--- src/rtl/tmr16_pkg.sv ---
package tmr16_pkg;

  localparam int unsigned ADDR_W = 2;
  localparam int unsigned PSEL_W = 2;
  localparam int unsigned PS_W   = (1 << PSEL_W) - 1;

  typedef enum logic [ADDR_W-1:0] {
    REG_CNT_LO = 2'd0,
    REG_CNT_HI = 2'd1,
    REG_CTRL   = 2'd2,
    REG_STAT   = 2'd3
  } reg_sel_e;

  typedef struct packed {
    logic              wide;
    logic [1:0]        spare;
    logic [PSEL_W-1:0] psel;
    logic              sync_en;
    logic              ext_sel;
    logic              run;
  } ctrl_t;

  localparam int unsigned CTRL_W = $bits(ctrl_t);

  // low-bit mask a prescaler count must fill for ratio 2^sel
  function automatic logic [PS_W-1:0] presc_mask(input logic [PSEL_W-1:0] sel);
    return PS_W'((32'd1 << sel) - 32'd1);
  endfunction

  function automatic logic presc_hit(input logic [PS_W-1:0] cnt,
                                     input logic [PSEL_W-1:0] sel);
    return (cnt & presc_mask(sel)) == presc_mask(sel);
  endfunction

  function automatic ctrl_t ctrl_from_bus(input logic [CTRL_W-1:0] d);
    ctrl_t c;
    c       = ctrl_t'(d);
    c.spare = '0;
    return c;
  endfunction

endpackage

--- src/rtl/tmr16_edge.sv ---
module tmr16_edge #(
  parameter int unsigned SYNC_STAGES = 2
) (
  input  logic clk,
  input  logic rst_n,
  input  logic raw_i,
  input  logic sync_en_i,
  output logic rise_o
);

  logic                   raw_q;
  logic                   raw_prev_q;
  logic [SYNC_STAGES-1:0] sync_q;
  logic                   sync_prev_q;
  logic                   rise_raw;
  logic                   rise_sync;

  always_ff @(posedge clk or negedge rst_n) begin
    if (!rst_n) begin
      raw_q       <= 1'b0;
      raw_prev_q  <= 1'b0;
      sync_prev_q <= 1'b0;
    end else begin
      raw_q       <= raw_i;
      raw_prev_q  <= raw_q;
      sync_prev_q <= sync_q[SYNC_STAGES-1];
    end
  end

  generate
    if (SYNC_STAGES == 1) begin : g_sync_one
      always_ff @(posedge clk or negedge rst_n) begin
        if (!rst_n) sync_q <= '0;
        else        sync_q <= raw_q;
      end
    end else begin : g_sync_chain
      always_ff @(posedge clk or negedge rst_n) begin
        if (!rst_n) sync_q <= '0;
        else        sync_q <= {sync_q[SYNC_STAGES-2:0], raw_q};
      end
    end
  endgenerate

  assign rise_raw  = raw_q & ~raw_prev_q;
  assign rise_sync = sync_q[SYNC_STAGES-1] & ~sync_prev_q;
  assign rise_o    = sync_en_i ? rise_sync : rise_raw;

  // one input edge yields a single-cycle pulse on each path
  assert_rise_raw_single_R5: assert property (@(posedge clk) disable iff (!rst_n)
    rise_raw |=> !rise_raw);
  assert_rise_sync_single_R5: assert property (@(posedge clk) disable iff (!rst_n)
    rise_sync |=> !rise_sync);

endmodule

--- src/rtl/tmr16_prescale.sv ---
module tmr16_prescale
  import tmr16_pkg::*;
(
  input  logic              clk,
  input  logic              rst_n,
  input  logic              src_i,
  input  logic              en_i,
  input  logic              clr_i,
  input  logic [PSEL_W-1:0] sel_i,
  output logic              tick_o
);

  logic [PS_W-1:0] pcnt_q;
  logic            take;

  assign take   = src_i & en_i;
  assign tick_o = take & presc_hit(pcnt_q, sel_i);

  always_ff @(posedge clk or negedge rst_n) begin
    if (!rst_n)    pcnt_q <= '0;
    else if (clr_i) pcnt_q <= '0;
    else if (take)  pcnt_q <= pcnt_q + 1'b1;
  end

  // with a ratio above one, two back-to-back passes cannot happen
  assert_presc_gap_R4: assert property (@(posedge clk) disable iff (!rst_n)
    (tick_o && sel_i != '0 && !clr_i) |=> (!tick_o || sel_i != $past(sel_i)));

endmodule

--- src/rtl/tmr16_count.sv ---
module tmr16_count
  import tmr16_pkg::*;
#(
  parameter int unsigned DATA_W = 8
) (
  input  logic                clk,
  input  logic                rst_n,
  input  logic                inc_i,
  input  logic                clr_i,
  input  logic                wide_i,
  input  logic                wr_lo_i,
  input  logic                wr_hi_i,
  input  logic                rd_lo_i,
  input  logic [DATA_W-1:0]   wdata_i,
  input  logic                flag_wr_i,
  input  logic                flag_wdata_i,
  output logic [2*DATA_W-1:0] cnt_o,
  output logic [DATA_W-1:0]   hbuf_o,
  output logic                flag_o,
  output logic                ovf_o
);

  localparam int unsigned CNT_W = 2 * DATA_W;

  function automatic logic [CNT_W:0] step(input logic [CNT_W-1:0] c);
    return {1'b0, c} + {{CNT_W{1'b0}}, 1'b1};
  endfunction

  logic [CNT_W-1:0]  cnt_q;
  logic [DATA_W-1:0] hbuf_q;
  logic              flag_q;
  logic [CNT_W:0]    stepped;
  logic              load_lo;
  logic              load_hi;
  logic              bumped;

  assign stepped = step(cnt_q);
  assign load_lo = wr_lo_i;
  assign load_hi = wr_hi_i & ~wide_i;
  assign bumped  = inc_i & ~clr_i & ~load_lo & ~load_hi;
  assign ovf_o   = bumped & stepped[CNT_W];

  always_ff @(posedge clk or negedge rst_n) begin
    if (!rst_n)       cnt_q <= '0;
    else if (clr_i)   cnt_q <= '0;
    else if (load_lo) cnt_q <= wide_i ? {hbuf_q, wdata_i} : {cnt_q[CNT_W-1:DATA_W], wdata_i};
    else if (load_hi) cnt_q <= {wdata_i, cnt_q[DATA_W-1:0]};
    else if (inc_i)   cnt_q <= stepped[CNT_W-1:0];
  end

  always_ff @(posedge clk or negedge rst_n) begin
    if (!rst_n)                hbuf_q <= '0;
    else if (rd_lo_i && wide_i) hbuf_q <= cnt_q[CNT_W-1:DATA_W];
    else if (wr_hi_i)           hbuf_q <= wdata_i;
  end

  always_ff @(posedge clk or negedge rst_n) begin
    if (!rst_n)         flag_q <= 1'b0;
    else if (ovf_o)     flag_q <= 1'b1;
    else if (flag_wr_i) flag_q <= flag_wdata_i;
  end

  assign cnt_o  = cnt_q;
  assign hbuf_o = hbuf_q;
  assign flag_o = flag_q;

  // the trigger always leaves a zero count behind
  assert_trig_zero_R8: assert property (@(posedge clk) disable iff (!rst_n)
    clr_i |=> cnt_q == '0);
  // an uncontested increment moves the count by exactly one
  assert_step_one_R2: assert property (@(posedge clk) disable iff (!rst_n)
    (inc_i && !clr_i && !wr_lo_i && !wr_hi_i) |=> cnt_q == CNT_W'($past(cnt_q) + 1'b1));
  // without increment, clear or write the count is frozen
  assert_hold_R3: assert property (@(posedge clk) disable iff (!rst_n)
    (!inc_i && !clr_i && !wr_lo_i && !wr_hi_i) |=> $stable(cnt_q));
  // rollover raises the flag, and it stays up until software writes it
  assert_flag_set_R7: assert property (@(posedge clk) disable iff (!rst_n)
    ovf_o |=> flag_q);
  assert_flag_sticky_R7: assert property (@(posedge clk) disable iff (!rst_n)
    (flag_q && !flag_wr_i) |=> flag_q);
  // a low-byte read in wide mode snapshots the live high byte
  assert_snapshot_R10: assert property (@(posedge clk) disable iff (!rst_n)
    (rd_lo_i && wide_i) |=> hbuf_q == $past(cnt_q[CNT_W-1:DATA_W]));

endmodule

--- src/rtl/tmr16_unit.sv ---
module tmr16_unit
  import tmr16_pkg::*;
#(
  parameter int unsigned DATA_W      = 8,
  parameter int unsigned SYNC_STAGES = 2
) (
  input  logic              clk,
  input  logic              rst_n,
  input  logic              tick_i,
  input  logic              ext_clk_i,
  input  logic              trig_clr_i,
  input  logic [ADDR_W-1:0] bus_addr_i,
  input  logic [DATA_W-1:0] bus_wdata_i,
  input  logic              bus_wr_i,
  input  logic              bus_rd_i,
  output logic [DATA_W-1:0] bus_rdata_o,
  output logic              irq_o
);

  localparam int unsigned CNT_W = 2 * DATA_W;

  ctrl_t             ctrl_q;
  reg_sel_e          sel;
  logic              wr_lo;
  logic              wr_hi;
  logic              wr_ctrl;
  logic              wr_stat;
  logic              rd_lo;
  logic              ext_rise;
  logic              src_pulse;
  logic              presc_clr;
  logic              cnt_inc;
  logic [CNT_W-1:0]  cnt;
  logic [DATA_W-1:0] hbuf;
  logic              flag;
  logic              ovf;

  assign sel     = reg_sel_e'(bus_addr_i);
  assign wr_lo   = bus_wr_i && sel == REG_CNT_LO;
  assign wr_hi   = bus_wr_i && sel == REG_CNT_HI;
  assign wr_ctrl = bus_wr_i && sel == REG_CTRL;
  assign wr_stat = bus_wr_i && sel == REG_STAT;
  assign rd_lo   = bus_rd_i && sel == REG_CNT_LO;

  always_ff @(posedge clk or negedge rst_n) begin
    if (!rst_n)       ctrl_q <= '0;
    else if (wr_ctrl) ctrl_q <= ctrl_from_bus(bus_wdata_i[CTRL_W-1:0]);
  end

  tmr16_edge #(.SYNC_STAGES(SYNC_STAGES)) u_edge (
    .clk       (clk),
    .rst_n     (rst_n),
    .raw_i     (ext_clk_i),
    .sync_en_i (ctrl_q.sync_en),
    .rise_o    (ext_rise)
  );

  assign src_pulse = ctrl_q.ext_sel ? ext_rise : tick_i;
  assign presc_clr = wr_lo | wr_hi;

  tmr16_prescale u_presc (
    .clk    (clk),
    .rst_n  (rst_n),
    .src_i  (src_pulse),
    .en_i   (ctrl_q.run),
    .clr_i  (presc_clr),
    .sel_i  (ctrl_q.psel),
    .tick_o (cnt_inc)
  );

  tmr16_count #(.DATA_W(DATA_W)) u_count (
    .clk          (clk),
    .rst_n        (rst_n),
    .inc_i        (cnt_inc),
    .clr_i        (trig_clr_i),
    .wide_i       (ctrl_q.wide),
    .wr_lo_i      (wr_lo),
    .wr_hi_i      (wr_hi),
    .rd_lo_i      (rd_lo),
    .wdata_i      (bus_wdata_i),
    .flag_wr_i    (wr_stat),
    .flag_wdata_i (bus_wdata_i[0]),
    .cnt_o        (cnt),
    .hbuf_o       (hbuf),
    .flag_o       (flag),
    .ovf_o        (ovf)
  );

  always_comb begin
    unique case (sel)
      REG_CNT_LO: bus_rdata_o = cnt[DATA_W-1:0];
      REG_CNT_HI: bus_rdata_o = ctrl_q.wide ? hbuf : cnt[CNT_W-1:DATA_W];
      REG_CTRL:   bus_rdata_o = DATA_W'(ctrl_q);
      REG_STAT:   bus_rdata_o = DATA_W'(flag);
      default:    bus_rdata_o = '0;
    endcase
  end

  assign irq_o = flag;

  // a stopped timer never hands an increment to the counter
  assert_run_gate_R3: assert property (@(posedge clk) disable iff (!rst_n)
    !ctrl_q.run |-> !cnt_inc);
  // a rollover shows up on irq_o at the following edge
  assert_irq_follows_R7: assert property (@(posedge clk) disable iff (!rst_n)
    ovf |=> irq_o);
  // in external mode a counter increment needs a detected pin edge
  assert_ext_source_R5: assert property (@(posedge clk) disable iff (!rst_n)
    (ctrl_q.ext_sel && cnt_inc) |-> ext_rise);

endmodule

--- config.mk ---
export PLATFORM = sky130hd
export DESIGN_NAME = tmr16_unit
export DESIGN_NICKNAME = d
export VERILOG_FILES = /design/src/rtl/tmr16_pkg.sv /design/src/rtl/tmr16_edge.sv /design/src/rtl/tmr16_prescale.sv /design/src/rtl/tmr16_count.sv /design/src/rtl/tmr16_unit.sv
export SDC_FILE = /design/constraint.sdc
export NUM_CORES = 1
export LEC_CHECK = 0
export BUFFER_PORTS_ARGS = -buffer_cell sky130_fd_sc_hd__buf_2
export CORE_UTILIZATION = 53
export CTS_BUF_LIST = sky130_fd_sc_hd__clkbuf_4 sky130_fd_sc_hd__clkbuf_8 sky130_fd_sc_hd__clkbuf_16
export CTS_CLUSTER_DIAMETER = 40
export DETAILED_ROUTE_END_ITERATION = 7
export GPL_TIMING_DRIVEN = 0
export PLACE_DENSITY = 0.8
export SLEW_MARGIN = 0
export SYNTH_ARGS = -nofsm -noshare
export SYNTH_HDL_FRONTEND = slang
export SYNTH_HIERARCHICAL = 1
export SYNTH_SLANG_ARGS = --single-unit
--- constraint.sdc ---
create_clock -name clk -period 2.15 [get_ports clk]
set_input_delay 0.5375 -clock clk [delete_from_list [all_inputs] [get_ports clk]]
set_output_delay 0.5375 -clock clk [all_outputs]
set_load 0.005 [all_outputs]
==> metrics.yaml, run 1 <==
yosys.area.top_type: "dfrtp_1"
period_share: 1.04
cp_max_fo: 2
synth_top_area_share: 0.381
multiInputGateArea_um2: 1570
grt_pass1_vias: 2299
setup_viol: 1
regArea_um2: 951
status: "finished, violations left"
place.gp.congestion: 1.04
synthMuxAreaShare: 0.127
ant_nets: 0
crit_required_ns: 1.61
area_growth_pct: 21.3
peakVddDrop_mv: 0.384
slew_headroom: 0.420
fp.coreArea_um2: 4440
finalHoldViolCount: 0
power_leakage_nw: 1.30
rows: 24
worst_pin_slew_ns: 0.869
cts_max_path_buffers: 2
dieHeight_um: 70.7
insertedDiodeCount: 0
setup_ws_ns: -0.0847
finalCriticalPeriod_ns: 2.23
die_area_um2: 4990
clock_latency_ns: 0.29
cts_inserted_buffers: 5
final_net_count: 329
synth-simple-area-share: 0.202
start_util: 0.562
p_per_area_nw_per_um2: 693
arrival_ns: 1.70
route.detailed.wl_per_inst_um: 21.5
path_clk_slew_ns: 0.07
synth_compound_area_frac: 0.205
grt_max_degree: 39
clkSinkCount: 38
grt_pass1_wl_um: 12200
maxCapViolCount: 0
drive_gt1_frac: 0.289
port_buffers: 23
drv_slew: 0
holdWs_ns: 0.350
layoutNonFillerInstCount: 363
syn_inst: 270
critPathLaunchType: "flip-flop"
synth_cell_types: 53
crit_path_cell_trace: "buf_6, mux2_4, mux4_2, buf_2"
hold_class: "in -> reg"
synth_seq_cells: 38
yosys.area_share.xor_xnor: 0.0315
cp_slowest_stage_delay_ns: 0.45
synth_ff_type: "dfrtp_1"
synth.net_count: 289
max_freq_ghz: 0.447
pin_count: 26
finalSetupTns_ns: -0.0847
synth_top_family_by_area: "compound AO/OA/AOI/OAI gates"
slowest_stage: "mux4_2"
cts_tree: "yes"
yosysWarnings: 6
synth_area_um2: 2500
violations: "design-rule violations, negative setup slack"
wirelength_um: 7820
clock_skew_ns: 0.00536
path_class: "reg -> out"
viasPerCell: 6.78
vias: 2462
antenna_found_initial: 0
die_x_um: 70.7
hpwlAfterDp_um: 5310
cts_root_buf: "clkbuf_8"
drt_iter0_markers: 246
fillers: 353
synthArstFlopShare: 1.00
grtUsageTotal: 0.322
synth_area_leaders: "dfrtp_1, mux2i_1, mux2_2"
post-route-drc-count: 2
htreeDepth: 2
finish.utilization: 0.682
ys_seq_area_frac: 0.381
synth_enable_flop_cells: 0
rsz0062_at_grt: "yes"
grt_overflow_total: 0
crit_path_end_kind: "output port"
synth_fa_ha_area_frac: 0.0100
place_inst: 345
syn_area_per_cell_um2: 9.25
dr.pass1.iters: 7
-- Yosys cell counts, drive strengths merged (3+ instances only) --
cell type,count
mux2i,19
a31oi,4
mux2,9
inv,8
o31ai,4
nor2b,5
and2,6
clkbuf,10
nor2,19
and3,7
a22o,4
nand4,6
a211oi,11
nand2,18
nand2b,4
dfrtp,38
buf,8
o21ai,16
a21oi,10
xor2,8
o22ai,6
and4,4
nor3,3
nand3,15
-- layout by cell type, fill, tap and decap left out, drive strengths merged, types with 9 or more instances in the layout --
cell and n:
a211oi 11, mux2 9, nand2 18, mux2i 19, clkbuf 20, nor2 19, o21ai 16, dfrtp 38
buf 38, a21oi 10, nand3 15
-- cell type report --
class                           instances  share of cell area
Sequential cell                        38               0.314
Inverter                                8             0.00991
Timing Repair Buffer                   33              0.0652
Clock inverter                          1             0.00991
Tap cell                               52              0.0215
Multi-Input combinational cell        206               0.517
Buffer                                 18              0.0355
Clock buffer                            7              0.0277
-- repair_timing --
| action | CTS | global route |
|---|---|---|
| endpoints found under the hold margin | 0 | 0 |
| hold buffers | 0 | 0 |
| setup endpoints to repair | 17 | 27 |
| pin swaps | 6 | 13 |
| resized for setup | 19 | 26 |
| buffers inserted | 7 | 4 |
-- sequential cells by signal, summed over array words and instances, names as in the netlist --
register,flops
u_edge/raw_q,1
u_edge/sync_q,2
u_count/flag_o,1
u_count/cnt_o,16
ctrl_q,6
u_presc/pcnt_q,3
u_edge/sync_prev_q,1
u_count/hbuf_o,8
-- worst paths after layout --
path	startpoint	end	slack, ns	depth (start not counted)
max	ctrl_q[7]	bus_rdata_o[0]	-0.08	4
min	ext_clk_i	u_edge/raw_q	0.35	1
max reg2reg	ctrl_q[2]	u_count/cnt_o[5]	0.02	9
min reg2reg	u_edge/raw_q	u_edge/sync_q[0]	0.38	0
max in group asynchronous	rst_n	u_count/hbuf_o[3]	1.25	1
min in group asynchronous	rst_n	u_edge/sync_prev_q	0.36	1
-- routing by layer --
layer  vias to the layer above  routed length, µm  track usage
li1                       1085                  -            -
met1                      1184               3170        0.454
met2                       165               3610        0.492
met3                        28                753       0.0541
met4                         0                286        0.144
met5                         -                  0            0
-- stage by stage --
stage	setup WS, ns	total power [mW]	area [µm²]
2_1_floorplan	-0.0282	1.20	2500
6_report	-0.0847	2.10	3030
4_1_cts	-0.0875	2.05	2910
3_3_place_gp	-0.416	1.35	2680
3_5_place_dp	-0.407	1.37	2680
5_1_grt	-0.120	2.19	3030
-- worst max-delay path: cells and delay by family (launching register included) --
family | cells | cell delay [ns]
buffers and inverters | 2 | 0.27
flip-flops | 1 | 0.40
multiplexers | 2 | 0.74
-- report_power, final --
part	switching, mW	leakage [nW]	internal [mW]	total [mW]
combinational	0.295	0.754	0.264	0.559
clock	0.248	0.0593	0.372	0.620
sequential	0.114	0.489	0.807	0.921
total	0.657	1.30	1.44	2.10
-- kinds of logic (layout without fill, tap and decap cells) --
logic type                 after synthesis  after routing
xor gates and xnor gates                 9              9
buffers and inverters                   26             67
adders and majority gates                2              2
muxes                                   29             29
and+or+nand+nor                         94             94
DFF                                     38             38
AOI/OAI and AO/OA                       72             72
(Power assumes the default switching activity.)
==> run 2: changes to the inputs <==
- RECOVER_POWER: not set -> 25
==> run 2 against run 1 <==
  * The flow still finishes with violations (design-rule violations, negative setup slack)
  * Sequential share of layout area did not move
  * Routed wire length down 0.49%
  * Maximum frequency about the same
  * Global-route usage did not move
  * Via count about the same
  * Power is essentially flat
  * Critical path type unchanged
  * Critical endpoint unchanged
==> metrics.yaml, run 2 (synthesized netlist as in run 1, its figures left out) <==
wirelength_um: 7780  # was 7820 µm
finalHoldViolCount: 0  # unchanged
critPathLaunchType: "flip-flop"  # unchanged
clock_skew_ns: 0.00549  # was 0.00536 ns
max_freq_ghz: 0.447  # about the same
drv_slew: 0  # unchanged
crit_buf_inv: 2  # unchanged
peakVddDrop_mv: 0.384  # about the same
maxCapViolCount: 0  # unchanged
seqPwrFrac: 0.439  # about the same
final_cell_area_um2: 3030  # unchanged
crit_path_end_kind: "output port"  # unchanged
largest_register_ffs: 16  # unchanged
critPathTopFamily: "multiplexers"  # unchanged
grt_max_degree: 39  # unchanged
final_net_count: 329  # unchanged
met1Wirelength_um: 3150  # was 3170 µm
hpwlAfterDp_um: 5310  # unchanged
post_dp_cell_area_um2: 2680  # unchanged
arrival_ns: 1.70  # about the same
clkPwrFrac: 0.295  # about the same
slowest_stage: "mux4_2"  # unchanged
cts_max_path_buffers: 2  # unchanged
p_comb_frac: 0.266  # about the same
final_common_cell: "dfrtp_1"  # unchanged
slew_headroom: 0.349  # was 0.420
dr.pass1.iters: 7  # unchanged
cts_root_buf: "clkbuf_8"  # unchanged
path_clk_slew_ns: 0.08  # was 0.07 ns
cts_inserted_buffers: 5  # unchanged
pin_count: 26  # unchanged
cp_slowest_stage_delay_ns: 0.45  # about the same
place.gp.congestion: 1.04  # unchanged
cts_tree: "yes"  # unchanged
clkSinkCount: 38  # unchanged
p_sw_mw: 0.656  # was 0.657 mW
dr_wl_met2_um: 3620  # was 3610 µm
ant_nets: 0  # unchanged
power_mw: 2.10  # about the same
period_share: 1.04  # about the same
fillers: 353  # unchanged
crit_path_cell_trace: "buf_6, mux2_4, mux4_2, buf_2"  # unchanged
routed.top_layer: "met4"  # unchanged
fp.coreArea_um2: 4440  # unchanged
setup_viol: 1  # unchanged
clock_latency_ns: 0.29  # about the same
viasPerCell: 6.78  # about the same
swShare: 0.312  # was 0.313
pre_cts_ws_ns: -0.407  # unchanged
internal-power_mw: 1.44  # about the same
start_util: 0.562  # unchanged
crit_required_ns: 1.61  # about the same
vias: 2461  # was 2462
violations: "design-rule violations, negative setup slack"  # unchanged
p_per_area_nw_per_um2: 693  # about the same
die_x_um: 70.7  # unchanged
port_buffers: 23  # unchanged
cp_max_fo: 2  # unchanged
drive_gt1_frac: 0.289  # unchanged
setup_ws_ns: -0.0846  # was -0.0847 ns
route.detailed.wl_per_inst_um: 21.4  # was 21.5 µm
status: "finished, violations left"  # unchanged
grtUsageTotal: 0.322  # unchanged
hold_class: "in -> reg"  # unchanged
rows: 24  # unchanged
power_leakage_nw: 1.30  # about the same
grt_pass1_wl_um: 12200  # unchanged
antenna_found_initial: 0  # unchanged
dieHeight_um: 70.7  # unchanged
finalCriticalPeriod_ns: 2.23  # about the same
insertedDiodeCount: 0  # unchanged
htreeDepth: 2  # unchanged
post-route-drc-count: 2  # unchanged
most-common-layout-cells: "dfrtp_1, buf_2, mux2i_1, nor2_1, nand2_1"  # unchanged
met3WireLength_um: 714  # was 753 µm
die_area_um2: 4990  # unchanged
path_class: "reg -> out"  # unchanged
area_growth_pct: 21.3  # unchanged
worst_pin_slew_ns: 0.977  # was 0.869 ns
grt_overflow_total: 0  # unchanged
grt_pass1_vias: 2299  # unchanged
rsz0062_at_grt: "yes"  # unchanged
drt_iter0_markers: 246  # unchanged
-- run 2: cell types whose count changed in the layout (fill, tap and decap cells not counted), sizes merged --
cell,previous run,this run
clkbuf,20,22
buf,38,36
-- run 2: final cells by class --
type                    count  area, µm²  area share
plain buffers              18        108      0.0355
clock buffers               7       83.8      0.0277
clock inverters             1       30.0     0.00991
inverters                   8       30.0     0.00991
multi-input cells         206       1570       0.517
flip-flops and latches     38        951       0.314
well taps                  52       65.1      0.0215
repair buffers             33        198      0.0652
-- run 2: final timing paths --
path                       depth (start not counted)                  to    startpoint  slack, ns
max in group asynchronous                          1    u_count/cnt_o[8]         rst_n       1.16
setup reg to reg                                   9    u_count/cnt_o[5]     ctrl_q[2]       0.02
hold reg to reg                                    0    u_edge/sync_q[0]  u_edge/raw_q       0.38
hold / removal                                     1        u_edge/raw_q     ext_clk_i       0.35
min in group asynchronous                          1  u_edge/sync_prev_q         rst_n       0.40
setup / recovery                                   4      bus_rdata_o[0]     ctrl_q[7]      -0.08
-- run 2: worst register-to-register path, delay by kind of cell (launching register included) --
family	cells	cell delay [ns]
compound gates	3	0.74
flops	1	0.41
buf+inv	2	0.34
mux	1	0.21
xor+xnor	1	0.19
simple gates	2	0.15
-- run 2: routing by layer --
layer | global-route usage | vias to the layer above
met1 | 0.454 | 1187
li1 | - | 1087
met5 | 0 | -
met2 | 0.492 | 160
met3 | 0.0541 | 27
met4 | 0.144 | 0
-- run 2: repair_timing --
action,in CTS,in global routing
hold buffers,0,0
endpoints found under the setup margin,17,27
setup buffers,7,4
endpoints found under the hold margin,0,0
gates resized for setup,19,26
pin swaps,6,13
-- run 2: power by group through the flow --
stage	registers [mW]	clock network [mW]	logic [mW]
floorplan	0.892	0	0.313
global placement	0.919	0	0.432
detailed placement	0.925	0	0.447
CTS	0.913	0.636	0.506
global route	0.931	0.659	0.599
finish	0.921	0.620	0.558
-- run 2: stage by stage --
stage	utilization	std cells	hold slack [ns]	setup TNS, ns
after floorplan	-	270	0.242	-0.0282
after global placement	0.604	345	0.358	-4.70
after detailed placement	0.604	345	0.363	-4.74
after CTS	0.655	360	0.343	-0.0875
after global routing	0.682	363	0.340	-0.522
final	0.682	363	0.351	-0.0846
==> run 3: changes to the inputs <==
- SYNTH_HIERARCHICAL: 1 -> not set
==> run 3 against run 2 <==
  * The flow finishes with violations (negative setup slack)
  * Sequential cell count stayed put
  * Power is 2.2% lower
  * Hold slack worse by 0.0085 ns
  * Sequential share of layout area is 3.7 points higher
  * Combinational power hardly changed
  * Register-to-register slack better by 0.24 ns
  * Largest power group unchanged
  * Cell count is 0.55% lower
  * Synthesized cell count is 2.6% higher
==> metrics.yaml, run 3 <==
status: "finished, violations left"  # unchanged
violations: "negative setup slack"  # was design-rule violations, negative setup slack
clock_skew_ns: 0.00663  # was 0.00549 ns
dr.pass1.iters: 5  # was 7
cts_max_path_buffers: 2  # unchanged
pin_count: 26  # unchanged
yosysWarnings: 0  # was 6
synth_top_area_share: 0.396  # was 0.381
crit_required_ns: 1.61  # about the same
fillers: 368  # was 353
pre_cts_ws_ns: -0.231  # was -0.407 ns
finish.utilization: 0.624  # was 0.682
path_class: "reg -> out"  # unchanged
ys_seq_area_frac: 0.396  # was 0.381
peakVddDrop_mv: 0.362  # was 0.384 mV
hold_depth: 1  # unchanged
drt_iter0_markers: 247  # was 246
post-synth-top-count-cell: "nand2_1"  # was dfrtp_1
grtUsageTotal: 0.287  # was 0.322
post_dp_cell_area_um2: 2590  # was 2680 µm²
dieHeight_um: 69.3  # was 70.7 µm
drive_gt1_frac: 0.191  # was 0.289
finalSetupTns_ns: -0.0628  # was -0.0846 ns
post-route-drc-count: 0  # was 2
cp_max_fo: 5  # was 2
finalHoldViolCount: 0  # unchanged
die_area_um2: 4800  # was 4990 µm²
rows: 24  # unchanged
die_x_um: 69.3  # was 70.7 µm
synth_seq_cells: 38  # unchanged
final_common_cell: "nand2_1"  # was dfrtp_1
cts_root_buf: "clkbuf_8"  # unchanged
cts_inserted_buffers: 5  # unchanged
area_growth_pct: 13.3  # was 21.3%
grt_pass1_vias: 2163  # was 2299
syn_inst: 277  # was 270
rsz0062_at_grt: "yes"  # unchanged
synthArstFlopShare: 1.00  # unchanged
r2r_slack_ns: 0.26  # was 0.02 ns
setup_viol: 1  # unchanged
hold_class: "in -> reg"  # unchanged
yosys-top-cells-count: "nand2_1, dfrtp_1, o21ai_0, a21oi_1, nor2_1"  # was dfrtp_1, mux2i_1, nor2_1, nand2_1
critPathTopFamily: "multiplexers"  # unchanged
multiInputGateArea_um2: 1370  # was 1570 µm²
largest_register_ffs: 16  # unchanged
antenna_found_initial: 0  # unchanged
cp_slowest_stage_delay_ns: 0.46  # was 0.45 ns
yosys.area.top_type: "dfrtp_1"  # unchanged
synth_enable_flop_cells: 0  # unchanged
crit_path_cell_trace: "mux2_4, mux4_2, buf_2"  # was buf_6, mux2_4, mux4_2, buf_2
syn_area_per_cell_um2: 8.66  # was 9.25 µm²
hpwlAfterDp_um: 4740  # was 5310 µm
synth.net_count: 296  # was 289
fp.coreArea_um2: 4350  # was 4440 µm²
ant_nets: 0  # unchanged
ff2ff_path_depth: 7  # was 9
port_buffers: 25  # was 23
crit_buf_inv: 1  # was 2
critPathLaunchType: "flip-flop"  # unchanged
viasPerCell: 6.24  # was 6.78
slew_headroom: 0.357  # was 0.349
insertedDiodeCount: 0  # unchanged
reg2reg_from: "ctrl_q[7]"  # was ctrl_q[2]
route.detailed.wl_per_inst_um: 17.5  # was 21.4 µm
layoutNonFillerInstCount: 361  # was 363
holdWs_ns: 0.343  # was 0.351 ns
p_per_area_nw_per_um2: 756  # was 693 nW/µm²
grt_max_degree: 39  # unchanged
slowest_stage: "dfrtp_2"  # was mux4_2
grt_pass1_wl_um: 10700  # was 12200 µm
hold_path_end: "u_edge.raw_q"  # was u_edge/raw_q
wirelength_um: 6310  # was 7780 µm
synth_cell_types: 45  # was 53
finalCriticalPeriod_ns: 2.21  # was 2.23 ns
grt_overflow_total: 0  # unchanged
htreeDepth: 2  # unchanged
crit_path_start: "ctrl_q[7]"  # unchanged
period_share: 1.03  # was 1.04
setup_ws_ns: -0.0628  # was -0.0846 ns
path_clk_slew_ns: 0.08  # about the same
timing.rr.end: "u_count.cnt_o[5]"  # was u_count/cnt_o[5]
final_net_count: 327  # was 329
drv_slew: 0  # unchanged
place_inst: 354  # was 345
place.gp.congestion: 0.982  # was 1.04
most-common-layout-cells: "nand2_1, dfrtp_1, buf_2"  # was dfrtp_1, buf_2, mux2i_1, nor2_1, nand2_1
synth_area_leaders: "dfrtp_1, nand2_1, mux2i_1"  # was dfrtp_1, mux2i_1, mux2_2
synth_ff_type: "dfrtp_1"  # unchanged
clock_latency_ns: 0.30  # was 0.29 ns
start_util: 0.551  # was 0.562
cts_tree: "yes"  # unchanged
maxCapViolCount: 0  # unchanged
arrival_ns: 1.68  # was 1.70 ns
worst_pin_slew_ns: 0.965  # was 0.977 ns
vias: 2252  # was 2461
crit_path_end_kind: "output port"  # unchanged
power_leakage_nw: 1.19  # was 1.30 nW
hold_start: "ext_clk_i"  # unchanged
final_cell_area_um2: 2720  # was 3030 µm²
max_freq_ghz: 0.452  # was 0.447 GHz
synth_area_um2: 2400  # was 2500 µm²
regArea_um2: 952  # was 951 µm²
clkSinkCount: 38  # unchanged
power_mw: 2.05  # was 2.10 mW
## run 3: per-layer routing
metal	global-route usage	vias up	wire length, µm	share of wire
li1	-	1066	-	-
met1	0.397	1068	2730	0.43
met2	0.437	105	2920	0.46
met3	0.0596	13	507	0.080
met4	0.122	0	148	0.023
met5	0	-	0	0
## run 3: how the worst max path moves through the flow
stage | endpoint | cells past startpoint
after floorplan | bus_rdata_o[5] | 5
after global placement | bus_rdata_o[0] | 6
after detailed placement | bus_rdata_o[0] | 6
after CTS | bus_rdata_o[0] | 3
after global routing | bus_rdata_o[0] | 3
final | bus_rdata_o[0] | 3
## run 3: cells by family after synthesis
logic type	Yosys count	synth area share
simple gates	104	0.215
fa+ha+maj	2	0.0104
compound gates	88	0.235
mux	18	0.0824
flops	38	0.396
xor+xnor	6	0.0219
buf+inv	21	0.0386
## run 3: area by class of cell
cell class	count	share of cell area
Clock buffer	6	0.0304
Inverter	9	0.0124
Tap cell	52	0.0240
Buffer	10	0.0226
Multi-Input combinational cell	218	0.506
Timing Repair Buffer	26	0.0497
Clock inverter	2	0.00461
Sequential cell	38	0.351
## run 3: power breakdown
group	switching (mW)	total [mW]	internal (mW)	leakage, nW
sequential	0.140	0.971	0.832	0.485
combinational	0.308	0.556	0.248	0.659
clock	0.268	0.526	0.258	0.0472
total	0.716	2.05	1.34	1.19
## run 3: timing repair
action                                  4_1_cts  5_1_grt
resized for setup                            10        2
hold buffers                                  0        0
endpoints found under the setup margin        8        7
setup buffers                                 1        0
## run 3: worst reg2reg max path: stages, from the launching register on
cell	delay, ns
dfrtp_2	0.46
buf_4	0.16
nand2b_1	0.15
nor2_1	0.44
o21ai_2	0.19
buf_4	0.21
a21oi_1	0.13
a21oi_1	0.05
